$ cat src/rtl/slip_pkg.sv
package slip_pkg;
  localparam int BYTE_W = 8;

  localparam logic [BYTE_W-1:0] FRAME_MARK = 8'hC0;
  localparam logic [BYTE_W-1:0] STUFF_LEAD = 8'hDB;
  localparam logic [BYTE_W-1:0] STUFF_MARK = 8'hDC;
  localparam logic [BYTE_W-1:0] STUFF_LEAD2 = 8'hDD;

  typedef enum logic [1:0] {
    ENC_OPEN,
    ENC_BODY,
    ENC_PAIR,
    ENC_CLOSE
  } enc_state_t;

  typedef struct packed {
    logic              vld;
    logic [BYTE_W-1:0] dat;
    logic              first;
    logic              err;
  } hold_t;
endpackage

$ cat src/rtl/slip_enc.sv
module slip_enc
  import slip_pkg::*;
(
  input  logic              clk,
  input  logic              rst_n,
  input  logic              in_valid,
  output logic              in_ready,
  input  logic [BYTE_W-1:0] in_data,
  input  logic              in_last,
  output logic              out_valid,
  input  logic              out_ready,
  output logic [BYTE_W-1:0] out_data
);
  enc_state_t        state_q, state_d;
  logic [BYTE_W-1:0] pair_q;
  logic              pend_last_q;
  logic              reserved;
  logic              fire;

  assign reserved = (in_data == FRAME_MARK) || (in_data == STUFF_LEAD);
  assign fire     = out_valid && out_ready;

  always_comb begin
    out_valid = 1'b0;
    out_data  = FRAME_MARK;
    in_ready  = 1'b0;
    state_d   = state_q;
    unique case (state_q)
      ENC_OPEN: begin
        out_valid = in_valid;
        if (fire) state_d = ENC_BODY;
      end
      ENC_BODY: begin
        out_valid = in_valid;
        out_data  = reserved ? STUFF_LEAD : in_data;
        in_ready  = out_ready;
        if (fire) begin
          if (reserved)     state_d = ENC_PAIR;
          else if (in_last) state_d = ENC_CLOSE;
        end
      end
      ENC_PAIR: begin
        out_valid = 1'b1;
        out_data  = pair_q;
        if (fire) state_d = pend_last_q ? ENC_CLOSE : ENC_BODY;
      end
      ENC_CLOSE: begin
        out_valid = 1'b1;
        if (fire) state_d = ENC_OPEN;
      end
      default: state_d = ENC_OPEN;
    endcase
  end

  always_ff @(posedge clk) begin
    if (!rst_n) begin
      state_q     <= ENC_OPEN;
      pair_q      <= '0;
      pend_last_q <= 1'b0;
    end else begin
      state_q <= state_d;
      if (state_q == ENC_BODY && fire && reserved) begin
        pair_q      <= (in_data == FRAME_MARK) ? STUFF_MARK : STUFF_LEAD2;
        pend_last_q <= in_last;
      end
    end
  end


  enc_esc_pair_chk: assert property (@(posedge clk) disable iff (!rst_n)
    (out_valid && out_ready && out_data == STUFF_LEAD) |=>
      (out_valid && (out_data == STUFF_MARK || out_data == STUFF_LEAD2)));


  enc_pair_hold_chk: assert property (@(posedge clk) disable iff (!rst_n)
    (out_valid && out_ready && out_data == STUFF_LEAD) |=> !in_ready);


  enc_close_chk: assert property (@(posedge clk) disable iff (!rst_n)
    (in_valid && in_ready && in_last && !reserved) |=>
      (out_valid && out_data == FRAME_MARK));


  enc_stall_stable_chk: assert property (@(posedge clk) disable iff (!rst_n)
    (out_valid && !out_ready) |=> (out_valid && $stable(out_data)));
endmodule

$ cat src/rtl/slip_dec.sv
module slip_dec
  import slip_pkg::*;
(
  input  logic              clk,
  input  logic              rst_n,
  input  logic              in_valid,
  output logic              in_ready,
  input  logic [BYTE_W-1:0] in_data,
  output logic              out_valid,
  input  logic              out_ready,
  output logic [BYTE_W-1:0] out_data,
  output logic              out_first,
  output logic              out_last,
  output logic              out_err
);
  hold_t             hold_q;
  logic              esc_q;
  logic              open_q;
  logic              is_mark, is_lead, is_data;
  logic              bad_pair;
  logic [BYTE_W-1:0] plain;
  logic              release_hold;
  logic              take;

  assign is_mark  = !esc_q && (in_data == FRAME_MARK);
  assign is_lead  = !esc_q && (in_data == STUFF_LEAD);
  assign is_data  = !is_mark && !is_lead;
  assign bad_pair = esc_q && (in_data != STUFF_MARK) && (in_data != STUFF_LEAD2);

  always_comb begin
    plain = in_data;
    if (esc_q && in_data == STUFF_MARK)  plain = FRAME_MARK;
    if (esc_q && in_data == STUFF_LEAD2) plain = STUFF_LEAD;
  end

  assign release_hold = hold_q.vld && (is_mark || is_data);
  assign out_valid    = in_valid && release_hold;
  assign out_data     = hold_q.dat;
  assign out_first    = hold_q.first;
  assign out_err      = hold_q.err;
  assign out_last     = is_mark;
  assign in_ready     = !release_hold || out_ready;
  assign take         = in_valid && in_ready;

  always_ff @(posedge clk) begin
    if (!rst_n) begin
      hold_q <= '0;
      esc_q  <= 1'b0;
      open_q <= 1'b0;
    end else if (take) begin
      esc_q <= is_lead;
      if (is_data) begin
        hold_q <= '{vld: 1'b1, dat: plain, first: !open_q, err: bad_pair};
        open_q <= 1'b1;
      end else if (is_mark) begin
        hold_q.vld <= 1'b0;
        open_q     <= 1'b0;
      end
    end
  end

  logic after_last_q;
  always_ff @(posedge clk) begin
    if (!rst_n)                      after_last_q <= 1'b1;
    else if (out_valid && out_ready) after_last_q <= out_last;
  end


  dec_first_after_last_chk: assert property (@(posedge clk) disable iff (!rst_n)
    out_valid |-> (out_first == after_last_q));
endmodule

$ cat src/rtl/slip_codec.sv
module slip_codec
  import slip_pkg::*;
(
  input  logic       clk,
  input  logic       rst_n,
  input  logic       enc_in_valid,
  output logic       enc_in_ready,
  input  logic [7:0] enc_in_data,
  input  logic       enc_in_last,
  output logic       enc_out_valid,
  input  logic       enc_out_ready,
  output logic [7:0] enc_out_data,
  input  logic       dec_in_valid,
  output logic       dec_in_ready,
  input  logic [7:0] dec_in_data,
  output logic       dec_out_valid,
  input  logic       dec_out_ready,
  output logic [7:0] dec_out_data,
  output logic       dec_out_first,
  output logic       dec_out_last,
  output logic       dec_out_err
);
  slip_enc u_enc (
    .clk       (clk),
    .rst_n     (rst_n),
    .in_valid  (enc_in_valid),
    .in_ready  (enc_in_ready),
    .in_data   (enc_in_data),
    .in_last   (enc_in_last),
    .out_valid (enc_out_valid),
    .out_ready (enc_out_ready),
    .out_data  (enc_out_data)
  );

  slip_dec u_dec (
    .clk       (clk),
    .rst_n     (rst_n),
    .in_valid  (dec_in_valid),
    .in_ready  (dec_in_ready),
    .in_data   (dec_in_data),
    .out_valid (dec_out_valid),
    .out_ready (dec_out_ready),
    .out_data  (dec_out_data),
    .out_first (dec_out_first),
    .out_last  (dec_out_last),
    .out_err   (dec_out_err)
  );


  idle_reset_chk: assert property (@(posedge clk)
    !rst_n |=> (!enc_out_valid || enc_in_valid));
endmodule

$ cat config.mk
export PLATFORM = sky130hd
export DESIGN_NAME = slip_codec
export DESIGN_NICKNAME = d
export VERILOG_FILES = /design/src/rtl/slip_pkg.sv /design/src/rtl/slip_enc.sv /design/src/rtl/slip_dec.sv /design/src/rtl/slip_codec.sv
export SDC_FILE = /design/constraint.sdc
export NUM_CORES = 1
export LEC_CHECK = 0
export BUFFER_PORTS_ARGS = -buffer_cell sky130_fd_sc_hd__buf_2
export CORE_MARGIN = 2
export CORE_UTILIZATION = 30
export CTS_CLUSTER_SIZE = 30
export DETAILED_ROUTE_END_ITERATION = 10
export PLACE_DENSITY = 0.57
export SLEW_MARGIN = 40
export SYNTH_ARGS = -nofsm -noshare
export SYNTH_HDL_FRONTEND = slang
export SYNTH_SLANG_ARGS = --single-unit
$ cat constraint.sdc
create_clock -name clk -period 2.2 [get_ports clk]
set_input_delay 0.44 -clock clk [delete_from_list [all_inputs] [get_ports clk]]
set_output_delay 0.44 -clock clk [all_outputs]
set_load 0.02 [all_outputs]
-- Word level (Yosys, flattened, before mapping)
Index checks and enable logic that the tools add are counted.
- register bits: 23
- input port bits: 23
- equality and inequality tests: 16
- multiplexer cells: 17
- reduce and logical (&&, ||, !) cells: 28
- operators by type and width (cell ; number):
    equality test 8 bit (second input constant) ; 6
    two-way mux 8 bit ; 3
    inequality test 8 bit (second input constant) ; 2
    case mux 8 bit (2 select lines) ; 1
    two-way mux 2 bit ; 7
    logical AND 1 bit ; 13
    inequality test 2 x 1 -> 1 bit (second input constant) ; 4
    case mux 2 bit (4 select lines) ; 1
    zero test 1 bit ; 5
    AND reduction 5 bit ; 1
    equality test 2 bit (second input constant) ; 2
    two-way mux 1 bit ; 4
    AND reduction 2 bit ; 2
    OR reduction 2 bit ; 2
    logical OR 1 bit ; 3
    inequality test 3 x 2 -> 1 bit (second input constant) ; 1
    equality test 2 x 1 -> 1 bit (second input constant) ; 1
    zero test 2 bit ; 1
    case mux 1 bit (2 select lines) ; 1
    nonzero test 2 bit ; 1

-- Depth between registers and ports, before layout
- depth in word-level cells: 10
- gate-level depth with buffers: 6
- depth with buffers taken out: 6

-- Hierarchy
A second synthesis with hierarchy kept.
- cells, all modules: 129
- area total of the unflattened synthesis: 1119.8 um^2
- modules (own cells, without submodules) (module ; instances ; cells an instance ; area an instance (um^2)):
    slip_dec ; 1 ; 70 ; 633.1
    slip_enc ; 1 ; 59 ; 486.7

-- Least setup slack after synthesis
OpenSTA, ideal clock, no wires.
- path type: input to output
- start point: input enc_in_data[5]
- end point: output enc_out_data[0]
- data arrival time: 1.844 ns
- data required time: 1.760 ns
- setup slack: -0.084 ns
- stages on the path: 4
- buffers on the path: 0
- path through: or4bb_1 -> a21oi_2 -> o21ai_0 -> a21boi_0
- longest elaborated chain between the ends: 4
- elaborated cells between the ends (all ways): 5
- ends and longest elaborated chain (what ; RTL line ; RTL):
    from (decl) ; slip_codec.sv:8 ; input logic [7:0] enc_in_data,
    equality test 8 bit ; slip_enc.sv:20 ; assign reserved = (in_data == FRAME_MARK) || (in_data == STUFF_LEAD);
    logical OR 1 bit * ; slip_enc.sv:20 ;
    two-way mux 8 bit * ; slip_enc.sv:35 ; out_data = reserved ? STUFF_LEAD : in_data;
    case mux 8 bit (2 select lines) * ; slip_enc.sv:28 ; unique case (state_q)
    to (decl) ; slip_codec.sv:12 ; output logic [7:0] enc_out_data,
Mark *: on every way between the ends. The rest lies on a longest branch, timed or not.

-- Final worst setup path
- start point: input enc_in_data[3]
- end point: output enc_out_data[4]
Same word-level chain as after synthesis.

==> impl_metrics.env <==
export IMPL_period_share_pct=98.67
export IMPL_postSynthAreaPerCell_um2=8.180
export IMPL_relSlewSlack_pct=69.18
export IMPL_endpoint_kind="output port"
export IMPL_crit_family="simple AND/OR/NAND/NOR gates"
export IMPL_first_pass_iters=2
export IMPL_cts_buffer_depth=2
export IMPL_hold_path_startpoint="dec_in_data[7]"
export IMPL_die_w_um=64.00
export IMPL_slowest_stage="or4_4"
export IMPL_track_usage_pct=13.43
export IMPL_p_clk_share_pct=16.7
export IMPL_hold_depth=3
export IMPL_hpwl_um=2102
export IMPL_p_per_area_nw_per_um2=683.8
export IMPL_placement_io_buffers=45
export IMPL_layout_drive_gt1_share_pct=33.33
export IMPL_crit_type="input pin to output port"
export IMPL_post_drt_wl_per_cell_um=12.07
export IMPL_synth_seq_cells=17
export IMPL_p_leak_nw=0.6652
export IMPL_gp_congestion=0.7424
export IMPL_grt_pass1_vias=1064
export IMPL_htree_levels=1
export IMPL_status="completed"
export IMPL_fin_area_um2=1439
export IMPL_floorplan_initialDensity_pct=31.86
export IMPL_regToRegEndpoint="u_enc.state_q[0]$_SDFFE_PN0P_"
export IMPL_io_pins=46
export IMPL_yosysSeqAreaShare_pct=31.52
export IMPL_cp_data_arrival_time_ns=1.73
export IMPL_hold_end="u_dec.out_data[7]$_SDFFE_PN0P_"
export IMPL_p_sw_uw=391.8
export IMPL_num_antenna_cells=0
export IMPL_ir_drop_mv=0.3034
export IMPL_syn_nets=160
export IMPL_place_area_um2=1378
export IMPL_r2r_slack_ns=0.47
export IMPL_grt_overflow_total=0
export IMPL_max_stage_delay_ns=0.56
export IMPL_seqPwrFrac_pct=36.5
export IMPL_finClkSkew_ns=0.01492
export IMPL_hold_slack_ns=0.4292
export IMPL_worstPathCellList="buf_2, or4_4, a21oi_4, o21ai_1, a21boi_1, buf_4"
export IMPL_drv_cap=0
export IMPL_grt_max_degree=31
export IMPL_vias=1135
export IMPL_ctsHoldBuffers=0
export IMPL_vias_per_cell=4.956
export IMPL_antenna_left=0
export IMPL_worstPathRequired_ns=1.76
export IMPL_grt_pass1_wl_um=4519
export IMPL_p_int_uw=592.0
export IMPL_syn_inst=132
export IMPL_timing_rr_start="u_enc.state_q[0]$_SDFFE_PN0P_"
export IMPL_hold_violations=0
export IMPL_rsz0062_at_grt="yes"
export IMPL_numCtsBuffers=3
export IMPL_switching_share_pct=39.82
export IMPL_path_max_fanout=5
export IMPL_hold_class="input pin to flop"
export IMPL_fillerInstances=351
export IMPL_clkSlewWorstSetupHoldPaths_ns=0.09
export IMPL_path_buf_inv=2
export IMPL_clock_sinks=17
export IMPL_combPwrFrac_pct=46.8
export IMPL_clk_latency_ns=0.29
export IMPL_drt_drc_violations_left=0
export IMPL_area_delta_synth_final_pct=33.26
export IMPL_dieArea_um2=4095
export IMPL_cp_depth=6
export IMPL_antenna_found_initial=0
export IMPL_yosysWarnings=0
export IMPL_wirelength_um=2764
export IMPL_setup_tns_ns=0
export IMPL_worstMarginPinSlew_ns=0.4623
export IMPL_startpoint="enc_in_data[3]"
export IMPL_root_buffer="clkbuf_4"
export IMPL_reg2regPathDepth=6
export IMPL_finalNetCount=212
export IMPL_cts_tree="yes"
export IMPL_fmax_mhz=460.6
export IMPL_period_minus_slack_ns=2.171
export IMPL_rows=21
export IMPL_startpoint_type="input pin"
export IMPL_fp_dieH_um=64.00
export IMPL_drtIter0Drc=40
export IMPL_final_max_slew_violation_count=0
export IMPL_synthesis_area_um2=1080
export IMPL_fin_util_pct=42.45
export IMPL_coreArea_um2=3390
export IMPL_synth_cell_types=34
export IMPL_finalSetupViolCount=0
[power groups by stage]
| stage | clock, mW | combinational, mW | sequential (mW) |
|---|---|---|---|
| after CTS | 0.167 | 0.449 | 0.359 |
| after detailed placement | 0 | 0.447 | 0.365 |
| after floorplan | 0 | 0.289 | 0.375 |
| after global routing | 0.187 | 0.507 | 0.362 |
| after global placement | 0 | 0.434 | 0.364 |
| final | 0.165 | 0.460 | 0.359 |
[final cells by class]
| type | instances | area [µm²] | share of cell area (%) |
|---|---|---|---|
| clock buffers | 4 | 26.28 | 1.826 |
| inverters | 5 | 18.77 | 1.304 |
| multi-input cells | 105 | 710.7 | 49.39 |
| flip-flops and latches | 17 | 340.3 | 23.65 |
| well taps | 46 | 57.56 | 4.000 |
| repair buffers | 52 | 285.3 | 19.83 |
[kinds of logic after synthesis]
logic type      count (synthesis)  synth area share [%]
flops                          17                 31.52
mux                            11                 10.20
fa+ha+maj                       5                 5.794
compound gates                 28                 18.42
buf+inv                        10                 3.824
simple gates                   61                 30.24
[cell usage after synthesis]
| library cell | instances | area (µm²) |
|---|---|---|
| nand2_1 | 23 | 86.33 |
| dfxtp_1 | 17 | 340.3 |
| mux2i_1 | 11 | 110.1 |
| o21ai_0 | 10 | 50.05 |
| nand3_1 | 7 | 35.03 |
| and2_1 | 5 | 31.28 |
| ha_1 | 5 | 62.56 |
| inv_1 | 5 | 18.77 |
| a21boi_0 | 4 | 30.03 |
| clkbuf_1 | 4 | 15.01 |
| nand2b_1 | 4 | 25.02 |
| nand4_1 | 3 | 18.77 |
| nor2_1 | 3 | 11.26 |
| o211ai_1 | 3 | 22.52 |
| and3_1 | 2 | 12.51 |
| nor2b_1 | 2 | 12.51 |
| nor3_1 | 2 | 10.01 |
| nor4_1 | 2 | 12.51 |
| o211a_1 | 2 | 20.02 |
| o2bb2ai_1 | 2 | 17.52 |
| o311ai_0 | 2 | 17.52 |
| or3_1 | 2 | 12.51 |
| a211oi_2 | 1 | 12.51 |
| a21o_1 | 1 | 7.510 |
| a21oi_1 | 1 | 5.000 |
| a21oi_2 | 1 | 8.760 |
| and3b_1 | 1 | 8.760 |
| and4bb_2 | 1 | 12.51 |
| buf_4 | 1 | 7.510 |
| nand3b_1 | 1 | 7.510 |
| o21a_1 | 1 | 7.510 |
| or4_1 | 1 | 7.510 |
| or4_4 | 1 | 11.26 |
| or4bb_1 | 1 | 11.26 |
[sequential cells by signal (all words and copies together), names as in the netlist]
name,count
u_enc.state_q,2
u_dec.out_data,8
u_dec.hold_q,1
u_dec.out_err,1
u_dec.out_first,1
u_enc.pair_q,2
u_enc.pend_last_q,1
u_dec.esc_q,1
[routing by layer]
metal	track usage [%]	wire length [µm]
met1	16.52	1300
met2	23.70	1271
met3	1.761	173
met4	4.891	19
met5	0	0
[worst max-delay path by stage]
| stage | slack (ns) | to |
|---|---|---|
| 6_report | 0.03 | enc_out_data[4] |
| 5_1_grt | -0.01 | enc_out_data[0] |
| 4_1_cts | 0.02 | enc_out_data[4] |
| 3_5_place_dp | -0.02 | enc_out_data[4] |
| 3_3_place_gp | 0.06 | enc_out_data[0] |
| 2_1_floorplan | 0.06 | enc_out_data[0] |
[repair_timing]
action / 4_1_cts / 5_1_grt
setup buffers: 0 / 2
pin swaps: 0 / 5
gates cloned: 0 / 0
endpoints found under the hold margin: 0 / 0
endpoints found under the setup margin: 2 / 5
resized for setup: 1 / 7
[worst min-delay path, delay by kind of cell]
kind	cells	cell delay, ns
mux	1	0.06
simple gates	1	0.05
buf+inv	1	0.11
[through the flow]
stage / setup slack (ns) / std cells / power [mW]
floorplan: 0.05948 / 132 / 0.6635
finish: 0.02915 / 229 / 0.9838
global placement: 0.06438 / 223 / 0.7983
CTS: 0.01582 / 227 / 0.9750
detailed placement: -0.01795 / 223 / 0.8126
global route: -0.01227 / 229 / 1.056
[cells in the final DEF, fill, tap and decap left out, drive strengths merged, types with 5 or more instances in the layout]
cell type / netlist / routed
ha: 5 / 5
inv: 5 / 5
nand2: 23 / 23
dfxtp: 17 / 17
nand3: 7 / 7
buf: 1 / 52
o21ai: 10 / 10
mux2i: 11 / 11
and2: 5 / 5
Note: power is estimated with default switching activity, not from simulation.
